$ cat config.mk
export PLATFORM = sky130hd
export DESIGN_NAME = geom_bisect_prober
export DESIGN_NICKNAME = d
export VERILOG_FILES = /design/src/rtl/geom_probe_pkg.sv /design/src/rtl/bisect_dim.sv /design/src/rtl/probe_seq.sv /design/src/rtl/geom_bisect_prober.sv
export SDC_FILE = /design/constraint.sdc
export NUM_CORES = 1
export LEC_CHECK = 0
export BUFFER_PORTS_ARGS = -buffer_cell sky130_fd_sc_hd__buf_2
export CAP_MARGIN = 20
export CORE_MARGIN = 2
export CORE_UTILIZATION = 40
export DETAILED_ROUTE_END_ITERATION = 10
export HOLD_SLACK_MARGIN = 0.1
export PLACE_DENSITY = 0.59
export SLEW_MARGIN = 20
export SYNTH_ARGS = -nofsm -noshare
export SYNTH_HDL_FRONTEND = slang
export SYNTH_HIERARCHICAL = 1
export SYNTH_SLANG_ARGS = --single-unit
$ cat constraint.sdc
create_clock -name clk -period 3.95 [get_ports clk]
set_clock_uncertainty 0.1 [all_clocks]
set_input_delay 0.1975 -clock clk [delete_from_list [all_inputs] [get_ports clk]]
set_output_delay 0.1975 -clock clk [all_outputs]
set_load 0.05 [all_outputs]
$ cat src/rtl/geom_probe_pkg.sv
package geom_probe_pkg;

    typedef enum logic [1:0] {
        SQ_IDLE  = 2'd0,
        SQ_ISSUE = 2'd1,
        SQ_WAIT  = 2'd2
    } seq_state_e;

endpackage

$ cat src/rtl/bisect_dim.sv
module bisect_dim #(
    parameter int W     = 5,
    parameter int LIMIT = 16,
    localparam int BW   = $clog2(LIMIT + 1)
) (
    input  logic          clk,
    input  logic          rst_n,
    input  logic          clear_i,
    input  logic          active_i,
    input  logic          upd_i,
    input  logic          pass_i,
    output logic [W-1:0]  field_o,
    output logic          finished_o,
    output logic [BW-1:0] count_o
);

    typedef struct packed {
        logic [BW-1:0] lo;
        logic [BW-1:0] hi;
    } bounds_t;

    bounds_t       b_d, b_q;
    logic [BW-1:0] mid;

    // floor((lo+hi)/2) written without a carry bit; hi > lo always
    always_comb begin
        mid = b_q.lo + ((b_q.hi - b_q.lo) >> 1);
        b_d = b_q;
        if (clear_i) begin
            b_d.lo = '0;
            b_d.hi = BW'(LIMIT);
        end else if (upd_i) begin
            if (pass_i) b_d.lo = mid;
            else        b_d.hi = mid;
        end
    end

    always_ff @(posedge clk or negedge rst_n) begin
        if (!rst_n) begin
            b_q.lo <= '0;
            b_q.hi <= BW'(LIMIT);
        end else begin
            b_q <= b_d;
        end
    end

    // unprobed dimensions sit at lo = 0, settled ones at their final lo
    assign field_o    = active_i ? mid[W-1:0] : b_q.lo[W-1:0];
    assign finished_o = ((b_q.lo + 1'b1) == b_q.hi);
    assign count_o    = b_q.lo + 1'b1;

endmodule

$ cat src/rtl/probe_seq.sv
module probe_seq
    import geom_probe_pkg::*;
#(
    parameter int DRV_W = 3,
    parameter int NDIM  = 3,
    localparam int DIM_W = (NDIM > 1) ? $clog2(NDIM) : 1
) (
    input  logic             clk,
    input  logic             rst_n,
    input  logic             start_i,
    input  logic [DRV_W-1:0] drive_i,
    input  logic [NDIM-1:0]  fin_i,
    input  logic             seek_done_i,
    input  logic             seek_err_i,
    output logic             clear_o,
    output logic [NDIM-1:0]  active_o,
    output logic [NDIM-1:0]  upd_o,
    output logic             pass_o,
    output logic             seek_req_o,
    output logic [DRV_W-1:0] drive_o,
    output logic             busy_o,
    output logic             done_o
);

    typedef struct packed {
        seq_state_e       state;
        logic [DIM_W-1:0] dim;
        logic [DRV_W-1:0] drive;
        logic             req;
        logic             done;
    } seq_t;

    seq_t s_d, s_q;

    always_comb begin
        s_d      = s_q;
        s_d.req  = 1'b0;
        s_d.done = 1'b0;
        clear_o  = 1'b0;
        upd_o    = '0;
        pass_o   = !seek_err_i;
        unique case (s_q.state)
            SQ_IDLE: begin
                if (start_i) begin
                    clear_o   = 1'b1;
                    s_d.drive = drive_i;
                    s_d.dim   = '0;
                    s_d.state = SQ_ISSUE;
                end
            end
            SQ_ISSUE: begin
                if (fin_i[s_q.dim]) begin
                    if (s_q.dim == DIM_W'(NDIM - 1)) begin
                        s_d.state = SQ_IDLE;
                        s_d.done  = 1'b1;
                    end else begin
                        s_d.dim = s_q.dim + 1'b1;
                    end
                end else begin
                    s_d.req   = 1'b1;
                    s_d.state = SQ_WAIT;
                end
            end
            SQ_WAIT: begin
                if (seek_done_i) begin
                    upd_o[s_q.dim] = 1'b1;
                    s_d.state      = SQ_ISSUE;
                end
            end
            default: s_d.state = SQ_IDLE;
        endcase
        for (int k = 0; k < NDIM; k++) begin
            active_o[k] = (s_q.state != SQ_IDLE) && (s_q.dim == DIM_W'(k));
        end
    end

    always_ff @(posedge clk or negedge rst_n) begin
        if (!rst_n) begin
            s_q.state <= SQ_IDLE;
            s_q.dim   <= '0;
            s_q.drive <= '0;
            s_q.req   <= 1'b0;
            s_q.done  <= 1'b0;
        end else begin
            s_q <= s_d;
        end
    end

    assign seek_req_o = s_q.req;
    assign drive_o    = s_q.drive;
    assign busy_o     = (s_q.state != SQ_IDLE);
    assign done_o     = s_q.done;

endmodule

$ cat src/rtl/geom_bisect_prober.sv
module geom_bisect_prober #(
    parameter int DRV_W    = 3,
    parameter int HEAD_W   = 5,
    parameter int CYL_W    = 10,
    parameter int SECT_W   = 6,
    parameter int HEAD_LIM = 16,
    parameter int CYL_LIM  = 1024,
    parameter int SECT_LIM = 64,
    localparam int HEAD_CW = $clog2(HEAD_LIM + 1),
    localparam int CYL_CW  = $clog2(CYL_LIM + 1),
    localparam int SECT_CW = $clog2(SECT_LIM + 1)
) (
    input  logic               clk,
    input  logic               rst_n,
    input  logic               start_i,
    input  logic [DRV_W-1:0]   drive_i,
    output logic               seek_req_o,
    output logic [DRV_W-1:0]   seek_drive_o,
    output logic [HEAD_W-1:0]  seek_head_o,
    output logic [CYL_W-1:0]   seek_cyl_o,
    output logic [SECT_W-1:0]  seek_sect_o,
    input  logic               seek_done_i,
    input  logic               seek_err_i,
    output logic               busy_o,
    output logic               geom_valid_o,
    output logic [HEAD_CW-1:0] geom_heads_o,
    output logic [CYL_CW-1:0]  geom_cyls_o,
    output logic [SECT_CW-1:0] geom_sects_o
);

    localparam int NDIM = 3;

    logic            clear;
    logic            pass;
    logic [NDIM-1:0] fin;
    logic [NDIM-1:0] active;
    logic [NDIM-1:0] upd;

    probe_seq #(
        .DRV_W (DRV_W),
        .NDIM  (NDIM)
    ) u_seq (
        .clk         (clk),
        .rst_n       (rst_n),
        .start_i     (start_i),
        .drive_i     (drive_i),
        .fin_i       (fin),
        .seek_done_i (seek_done_i),
        .seek_err_i  (seek_err_i),
        .clear_o     (clear),
        .active_o    (active),
        .upd_o       (upd),
        .pass_o      (pass),
        .seek_req_o  (seek_req_o),
        .drive_o     (seek_drive_o),
        .busy_o      (busy_o),
        .done_o      (geom_valid_o)
    );

    // index 0 = heads, 1 = cylinders, 2 = sectors: this is the probe order
    bisect_dim #(.W(HEAD_W), .LIMIT(HEAD_LIM)) u_heads (
        .clk        (clk),
        .rst_n      (rst_n),
        .clear_i    (clear),
        .active_i   (active[0]),
        .upd_i      (upd[0]),
        .pass_i     (pass),
        .field_o    (seek_head_o),
        .finished_o (fin[0]),
        .count_o    (geom_heads_o)
    );

    bisect_dim #(.W(CYL_W), .LIMIT(CYL_LIM)) u_cyls (
        .clk        (clk),
        .rst_n      (rst_n),
        .clear_i    (clear),
        .active_i   (active[1]),
        .upd_i      (upd[1]),
        .pass_i     (pass),
        .field_o    (seek_cyl_o),
        .finished_o (fin[1]),
        .count_o    (geom_cyls_o)
    );

    bisect_dim #(.W(SECT_W), .LIMIT(SECT_LIM)) u_sects (
        .clk        (clk),
        .rst_n      (rst_n),
        .clear_i    (clear),
        .active_i   (active[2]),
        .upd_i      (upd[2]),
        .pass_i     (pass),
        .field_o    (seek_sect_o),
        .finished_o (fin[2]),
        .count_o    (geom_sects_o)
    );

endmodule

==> Implementation_results.wiki, run 1 <==
{| class="wikitable"
! Metric !! Value
|-
| Status || finished clean
|-
| Portion of the clock cycle consumed by the worst path in the final layout || 95.6%
|-
| Synthesized-area fraction occupied by and/or/nand/nor cells || 21.8%
|-
| Delay of the slowest cell on the worst path || 0.43 ns
|-
| Clock tree from TritonCTS || built
|-
| Worst setup EP type || primary output
|-
| Total overflow reported by the global router || 0
|-
| Number of warnings printed during yosys synthesis || 6
|-
| Pwr dens || 389 nW/um2
|-
| Layout cell share with drive strength beyond 1 || 18.1%
|-
| Number of antenna diodes || 0
|-
| Die outline width || 121 um
|-
| Crit path max fanout || 5
|-
| Number of global-route vias before repair || 4,779
|-
| Finished Layout Cells || 871
|-
| Worst hold path type || input port to flop
|-
| Classification of the worst setup path || flop to primary output
|-
| Number of clock sinks seen by CTS || 55
|-
| Register-to-register setup slack || 0.54 ns
|-
| Largest buffer count on any clock path || 2
|-
| Reg area || 1390 um2
|-
| Combinational family with the most area after synthesis || simple AND/OR/NAND/NOR gates
|-
| Post-DRT Antenna Nets || 0
|-
| Max Transition Viols Final || 0
|-
| Combinational cell fraction of total power || 50.9%
|-
| Via Count || 4,912
|-
| Detailed Routing Iterations Pass 1 || 5
|-
| Fraction of the mapped netlist area in adder cells || 13.5%
|-
| Detailed-route DRC error count || 0
|-
| # rows || 42
|-
| Portion of total power attributed to sequential cells || 29.3%
|-
| Routability cong. || 0.924
|-
| Register bit total from synthesis || 55
|-
| Port-buffer cells || 57
|-
| Unrepaired setup endpoints after global routing || yes
|-
| Total Wirelength || 14.2 mm
|-
| Post-synthesis instance total || 645
|-
| Worst skew pair latency || 0.30 ns
|-
| Headroom to the max-slew limit || 50.6%
|-
| Synthesized cell area || 5450 um2
|-
| Syn-to-layout area delta || 12.7%
|-
| Reg2reg end || u_cyls/b_q[21]$_DFFE_PN0P_
|-
| Number of distinct library cells after synthesis || 81
|-
| Fraction of the mapped netlist area in compound gates || 19.8%
|-
| Placeable core region || 13,300 um2
|-
| First DRT Iteration DRCs || 332
|-
| Peak VDD IR || 0.000321 V
|-
| Placed cell count || 853
|-
| Area used by multi-input combinational logic || 3770 um2
|-
| Leading register cell type out of synthesis || sky130_fd_sc_hd__dfrtp_1
|-
| Leak pwr || 2.75 nW
|-
| Net count after synthesis || 708
|-
| Initial Util || 41.0%
|-
| End point of the worst hold path || u_seq/s_q[6]$_DFFE_PN0P_
|-
| Setup-violating endpoint count in the final report || 0
|-
| CTS H-tree lvls || 2
|-
| TritonCTS buffer count || 5
|-
| Master of the slowest instance on the critical path || sky130_fd_sc_hd__fa_1
|-
| Post-detailed-route via-to-cell ratio || 5.64
|-
| Total power || 0.00239 W
|-
| Number of instances on the worst hold path || 4
|-
| Final Hold Viols || 0
|-
| Data required time at the worst endpoint || 3.65 ns
|-
| Syn_area_per_cell || 8.45 um2
|-
| Die outline area || 14,600 um2
|-
| Total global-route track usage || 20.1%
|-
| Reg2Reg Depth || 13
|-
| List of cells traversed by the critical path || inv_1, ha_1, inv_1, fa_1, a21oi_2, o21a_1, o21bai_1, xor2_1, ha_2, nor2_1, nor2b_1, nor2_1, or3_4, a31oi_1, buf_4
|-
| Number of synthesized flops with an enable pin || 0
|-
| Net Sw Frac || 46.2%
|-
| First-pass GRT wire length || 23.8 mm
|-
| Vertical extent of the die || 121 um
|-
| Buffers plus inverters on the worst setup path || 3
|-
| Internal || 0.00129 W
|-
| Dominant delay contributor by cell family on the critical path || adder cells
|-
| Worst hold slack || 0.217 ns
|-
| Reg clk slew, reported paths || 0.07 ns
|-
| Maximum number of pins on one net before global-route repair || 64
|-
| Portion of the post-synthesis area used by sequential elements || 25.3%
|-
| Clock tree root buffer cell || sky130_fd_sc_hd__clkbuf_16
|-
| R2R Path Start || u_cyls/b_q[0]$_DFFE_PN0P_
|-
| Share of flip-flops with an asynchronous set or reset || 100%
|-
| Clock period minus final worst setup slack || 3.78 ns
|-
| Number of fill cells in the layout || 1,344
|-
| Kind of start point of the critical path || flop
|-
| Number of antenna violations at the first check in global routing || 0
|-
| Fmax achieved || 0.265 GHz
|-
| Total I/O pin count || 58
|-
| Total Negative Setup Slacks || 0 ns
|-
| Endpoint arrival time on the critical path || 3.48 ns
|-
| Startpoint of the lowest-slack hold path || start_i
|-
| Detailed placer's ending HPWL || 10.8 mm
|-
| Clock share of power || 19.8%
|-
| Wire length per cell || 16.3 um
|-
| Post-synthesis mux area share || 3.15%
|-
| Layout Nets || 757
|-
| Share of the synthesized netlist area taken by xor and xnor gates || 10.5%
|-
| P_sw || 0.00110 W
|-
| Transition time of the tightest slew-check pin || 0.739 ns
|-
| Max cap viols || 0
|}
through the flow:
step	setup WS, ns	util, %	area (um2)
final	0.175	46.2	6140
after global routing	-0.0658	46.2	6140
after CTS	0.0119	45.5	6050
after detailed placement	0.321	44.0	5850
after global placement	0.444	44.0	5850
after floorplan	0.0857	-	5450
cell usage in the layout, fill, tap and decap left out, types with 6 or more instances in the layout:
| cell | count |
|---|---|
| sky130_fd_sc_hd__mux2i_1 | 10 |
| sky130_fd_sc_hd__o21a_1 | 6 |
| sky130_fd_sc_hd__a21o_1 | 11 |
| sky130_fd_sc_hd__o21ai_0 | 22 |
| sky130_fd_sc_hd__dfrtp_1 | 48 |
| sky130_fd_sc_hd__ha_1 | 48 |
| sky130_fd_sc_hd__buf_2 | 52 |
| sky130_fd_sc_hd__nand2b_1 | 15 |
| sky130_fd_sc_hd__xor2_1 | 24 |
| sky130_fd_sc_hd__nor3_1 | 20 |
| sky130_fd_sc_hd__buf_4 | 15 |
| sky130_fd_sc_hd__and3_1 | 6 |
| sky130_fd_sc_hd__a31oi_1 | 7 |
| sky130_fd_sc_hd__xnor2_1 | 32 |
| sky130_fd_sc_hd__nand3_1 | 25 |
| sky130_fd_sc_hd__nand2_1 | 62 |
| sky130_fd_sc_hd__fa_1 | 6 |
| sky130_fd_sc_hd__nor2_1 | 39 |
| sky130_fd_sc_hd__inv_1 | 42 |
| sky130_fd_sc_hd__a21oi_1 | 49 |
| sky130_fd_sc_hd__nor2b_1 | 9 |
worst max-delay path by stage:
stage,start,endpoint,cells past startpoint
after floorplan,u_cyls/b_q[12]$_DFFE_PN0P_,seek_cyl_o[6],12
after global placement,u_cyls/b_q[12]$_DFFE_PN0P_,seek_cyl_o[9],14
after detailed placement,u_cyls/b_q[12]$_DFFE_PN0P_,seek_cyl_o[9],14
after CTS,u_cyls/b_q[11]$_DFFE_PN0P_,seek_cyl_o[8],15
after global routing,u_cyls/b_q[0]$_DFFE_PN0P_,seek_cyl_o[8],16
final,u_cyls/b_q[0]$_DFFE_PN0P_,seek_cyl_o[7],15
flip-flops by register name, summed over array words and instances (netlist names):
signal and cells:
u_seq/drive_o 3, u_heads/b_q 10, u_cyls/b_q 22, u_seq/done_o 1
u_seq/s_q 4, u_sects/b_q 14, u_seq/seek_req_o 1
Yosys cell counts, types with 4 or more instances:
cell / instances / area [um2]
sky130_fd_sc_hd__a211oi_1: 5 / 37.5
sky130_fd_sc_hd__a21o_1: 11 / 82.6
sky130_fd_sc_hd__a21oi_1: 52 / 260
sky130_fd_sc_hd__a311oi_1: 4 / 35.0
sky130_fd_sc_hd__a31oi_1: 7 / 43.8
sky130_fd_sc_hd__and2_1: 4 / 25.0
sky130_fd_sc_hd__and3_1: 6 / 37.5
sky130_fd_sc_hd__buf_2: 8 / 40.0
sky130_fd_sc_hd__buf_4: 6 / 45.0
sky130_fd_sc_hd__clkbuf_1: 16 / 60.1
sky130_fd_sc_hd__dfrtp_1: 52 / 1300
sky130_fd_sc_hd__fa_1: 6 / 120
sky130_fd_sc_hd__ha_1: 49 / 613
sky130_fd_sc_hd__inv_1: 43 / 161
sky130_fd_sc_hd__mux2_4: 4 / 60.1
sky130_fd_sc_hd__mux2i_1: 10 / 100
sky130_fd_sc_hd__nand2_1: 62 / 233
sky130_fd_sc_hd__nand2b_1: 15 / 93.8
sky130_fd_sc_hd__nand3_1: 26 / 130
sky130_fd_sc_hd__nand3b_1: 4 / 30.0
sky130_fd_sc_hd__nor2_1: 39 / 146
sky130_fd_sc_hd__nor2b_1: 9 / 56.3
sky130_fd_sc_hd__nor3_1: 20 / 100
sky130_fd_sc_hd__nor4_1: 5 / 31.3
sky130_fd_sc_hd__o21a_1: 6 / 45.0
sky130_fd_sc_hd__o21ai_0: 24 / 120
sky130_fd_sc_hd__o21ai_1: 4 / 20.0
sky130_fd_sc_hd__o21bai_1: 5 / 37.5
sky130_fd_sc_hd__o31ai_1: 4 / 30.0
sky130_fd_sc_hd__xnor2_1: 32 / 280
sky130_fd_sc_hd__xor2_1: 25 / 219
routing by layer:
metal  global-route usage [%]  share of wire, %  vias up
met5                        0                 0        -
met4                     5.45               1.7        0
met3                     1.79               3.9       25
met2                     33.5                47      124
met1                     27.9                47     2376
li1                         -                 -     2387
what timing repair did:
| action | 4_1_cts | 5_1_grt |
|---|---|---|
| setup endpoints to repair | 1 | 7 |
| hold buffers | 5 | 0 |
| pin swaps | 0 | 5 |
| resized for setup | 1 | 22 |
| hold endpoints to repair | 19 | 0 |
| setup buffers | 0 | 5 |
power groups by stage:
stage	Clock, W	Combinational [W]	Sequential [W]
2_1_floorplan	0	0.00103	0.000701
3_5_place_dp	0	0.00122	0.000711
4_1_cts	0.000490	0.00122	0.000701
6_report	0.000474	0.00122	0.000701
3_3_place_gp	0	0.00120	0.000709
5_1_grt	0.000509	0.00133	0.000714
tightest hold or removal path: cells and delay by family:
family,cells,cell delay (ns)
AOI/OAI and AO/OA,2,0.19
and+or+nand+nor,1,0.07
buffers and inverters,1,0.11
cell families after synthesis:
family          count (synthesis)
compound gates                160
fa+ha+maj                      55
buf+inv                        76
mux                            15
simple gates                  223
xor+xnor                       61
flops                          55
area by class of cell:
type	instances	area share (%)
flip-flops and latches	55	22.6
well taps	176	3.59
multi-input cells	514	61.5
clock inverters	2	0.265
repair buffers	74	7.19
clock buffers	6	2.26
inverters	44	2.69
No activity file was read; power rests on OpenSTA's default activity.
==> run 2, diff against run 1 <==
CORE_UTILIZATION = 45   (was 40)
PLACE_DENSITY = 0.65   (was 0.59)
==> run 2 against run 1 <==
Against the previous run:
- sequential power hardly changed
- die area down 11%
- register-to-register slack improved by 0.07 ns
- cell area down 1.4%
- global-route usage grew 1.1 points
- first-iteration DRC count decreased by 25%
- total power is 1.2% lower
- combinational power is essentially flat
- critical path depth decreased by 1
- sequential share of layout area up 0.30 points
- hold slack better by 0.026 ns
- critical endpoint is now seek_cyl_o[9]
- largest cell class unchanged
==> Implementation_results.wiki, run 2 (synthesis results as in run 1) <==
{| class="wikitable"
! Metric !! Value
|-
| Data required time at the worst endpoint || 3.65 ns
|-
| Max Transition Viols Final || 0
|-
| Pwr dens || 390 nW/um2
|-
| Worst hold slack || 0.243 ns
|-
| Clock tree root buffer cell || sky130_fd_sc_hd__clkbuf_16
|-
| P_sw || 0.00109 W
|-
| Number of global-route vias before repair || 4,808
|-
| Die outline area || 13,000 um2
|-
| Layout cell share with drive strength beyond 1 || 17.3%
|-
| Unrepaired setup endpoints after global routing || yes
|-
| Portion of total power attributed to sequential cells || 29.6%
|-
| Fmax achieved || 0.266 GHz
|-
| Worst hold path type || input port to flop
|-
| Endpoint arrival time on the critical path || 3.47 ns
|-
| Crit path max fanout || 7
|-
| First DRT Iteration DRCs || 248
|-
| Final core occ || 50.8%
|-
| Register name with the most flops || u_cyls/b_q
|-
| Kind of start point of the critical path || flop
|-
| Peak VDD IR || 0.000510 V
|-
| Maximum number of pins on one net before global-route repair || 64
|-
| First-pass GRT wire length || 22.7 mm
|-
| Register-to-register setup slack || 0.61 ns
|-
| Headroom to the max-slew limit || 49.8%
|-
| TritonCTS buffer count || 5
|-
| Port-buffer cells || 57
|-
| Detailed placer's ending HPWL || 10.3 mm
|-
| End point of the worst hold path || u_seq/s_q[6]$_DFFE_PN0P_
|-
| Number of clock sinks seen by CTS || 55
|-
| Number of antenna violations at the first check in global routing || 0
|-
| Initial Util || 45.7%
|-
| Most common library cell in the layout ignoring fill and taps || sky130_fd_sc_hd__nand2_1
|-
| Transition time of the tightest slew-check pin || 0.750 ns
|-
| Detailed-route DRC error count || 0
|-
| Detailed Routing Iterations Pass 1 || 5
|-
| Final Hold Viols || 0
|-
| Internal || 0.00127 W
|-
| Total Wirelength || 13.4 mm
|-
| Placeable core region || 11,900 um2
|-
| Classification of the worst setup path || flop to primary output
|-
| Syn-to-layout area delta || 11.1%
|-
| Post-detailed-route via-to-cell ratio || 5.76
|-
| Layout Nets || 755
|-
| Registers with the highest flip-flop counts || u_cyls/b_q: 22 flops, u_sects/b_q: 14 flops, u_heads/b_q: 10 flops
|-
| Clock period minus final worst setup slack || 3.77 ns
|-
| Post-DRT Antenna Nets || 0
|-
| Max cap viols || 0
|-
| Number of fill cells in the layout || 1,149
|-
| Setup-violating endpoint count in the final report || 0
|-
| Portion of the clock cycle consumed by the worst path in the final layout || 95.3%
|-
| Startpoint of the lowest-slack hold path || start_i
|-
| Largest buffer count on any clock path || 2
|-
| Number of instances on the worst hold path || 4
|-
| Die outline width || 114 um
|-
| Worst skew pair latency || 0.29 ns
|-
| Total I/O pin count || 58
|-
| Commonest cells after routing, fill and taps aside || sky130_fd_sc_hd__nand2_1, sky130_fd_sc_hd__buf_2, sky130_fd_sc_hd__a21oi_1
|-
| Flip-flop count of the largest register, all copies and words added || 22
|-
| Wire length per cell || 16.0 um
|-
| Combinational cell fraction of total power || 51.6%
|-
| Reg2Reg Depth || 12
|-
| Reg2reg end || u_cyls/b_q[21]$_DFFE_PN0P_
|-
| Total global-route track usage || 21.1%
|-
| Worst setup EP type || primary output
|-
| Routability cong. || 0.979
|-
| Reg clk slew, reported paths || 0.07 ns
|-
| CTS H-tree lvls || 2
|-
| Net Sw Frac || 46.2%
|-
| Vertical extent of the die || 114 um
|-
| Status || finished clean
|-
| Leak pwr || 2.74 nW
|-
| Total overflow reported by the global router || 0
|-
| Clock share of power || 18.8%
|-
| Clock tree from TritonCTS || built
|-
| Number of antenna diodes || 0
|-
| Via Count || 4,835
|-
| R2R Path Start || u_cyls/b_q[11]$_DFFE_PN0P_
|-
| # rows || 40
|}
==> run 2: worst max-delay path by stage <==
stage	startpoint	cells after the start	slack, ns	to
2_1_floorplan	u_cyls/b_q[12]$_DFFE_PN0P_	12	0.09	seek_cyl_o[6]
3_3_place_gp	u_cyls/b_q[12]$_DFFE_PN0P_	14	0.46	seek_cyl_o[9]
3_5_place_dp	u_cyls/b_q[12]$_DFFE_PN0P_	14	0.37	seek_cyl_o[9]
4_1_cts	u_cyls/b_q[12]$_DFFE_PN0P_	14	0.04	seek_cyl_o[9]
5_1_grt	u_cyls/b_q[12]$_DFFE_PN0P_	14	-0.007	seek_cyl_o[9]
6_report	u_cyls/b_q[12]$_DFFE_PN0P_	14	0.18	seek_cyl_o[9]
==> run 2: per-stage QoR <==
step / setup WS [ns] / instance area, um2 / setup TNS [ns] / cells / total power [W]
4_1_cts: 0.0377 / 6010 / 0 / 838 / 0.00238
6_report: 0.184 / 6050 / 0 / 840 / 0.00236
2_1_floorplan: 0.0857 / 5450 / 0 / 645 / 0.00173
3_3_place_gp: 0.463 / 5820 / 0 / 825 / 0.00190
3_5_place_dp: 0.365 / 5820 / 0 / 825 / 0.00193
5_1_grt: -0.00715 / 6050 / -0.00715 / 840 / 0.00252
==> run 2: final cells by class <==
cell class                 count  area, um2  area share, %
clock buffer                   5        125           2.07
clock inverter                 3       20.0          0.331
inverter                      44        165           2.73
multi-input combinational    514       3760           62.1
sequential                    55       1380           22.9
tap                          147        184           3.04
timing repair buffer          72        418           6.90
==> run 2: metal layers <==
layer	track usage, %	vias up	routed length (um)
li1	-	2378	-
met1	29.0	2321	6270
met2	35.1	118	6350
met3	2.87	18	588
met4	5.69	0	193
met5	0	-	0
==> run 2: repair_timing <==
action / CTS / global route
buffers inserted: 0 / 2
hold buffers: 5 / 0
gates resized for setup: 0 / 14
endpoints found under the setup margin: 0 / 7
hold endpoints to repair: 34 / 0
==> run 2: worst max-delay path: stages (launching register included) <==
cell	delay, ns
sky130_fd_sc_hd__dfrtp_2	0.46
sky130_fd_sc_hd__inv_2	0.12
sky130_fd_sc_hd__ha_1	0.23
sky130_fd_sc_hd__nor2b_1	0.13
sky130_fd_sc_hd__o21ai_0	0.20
sky130_fd_sc_hd__a21oi_1	0.15
sky130_fd_sc_hd__o21a_1	0.23
sky130_fd_sc_hd__xor2_1	0.15
sky130_fd_sc_hd__ha_1	0.37
sky130_fd_sc_hd__a21o_1	0.19
sky130_fd_sc_hd__a21o_1	0.18
sky130_fd_sc_hd__a22oi_2	0.28
sky130_fd_sc_hd__a211o_1	0.18
sky130_fd_sc_hd__nand3b_1	0.08
sky130_fd_sc_hd__clkbuf_4	0.22
==> run 2: power by group through the flow <==
stage	clock, W	combinational (W)	sequential [W]
finish	0.000443	0.00122	0.000699
detailed placement	0	0.00122	0.000711
global placement	0	0.00119	0.000708
CTS	0.000456	0.00123	0.000700
floorplan	0	0.00103	0.000701
global route	0.000478	0.00133	0.000712
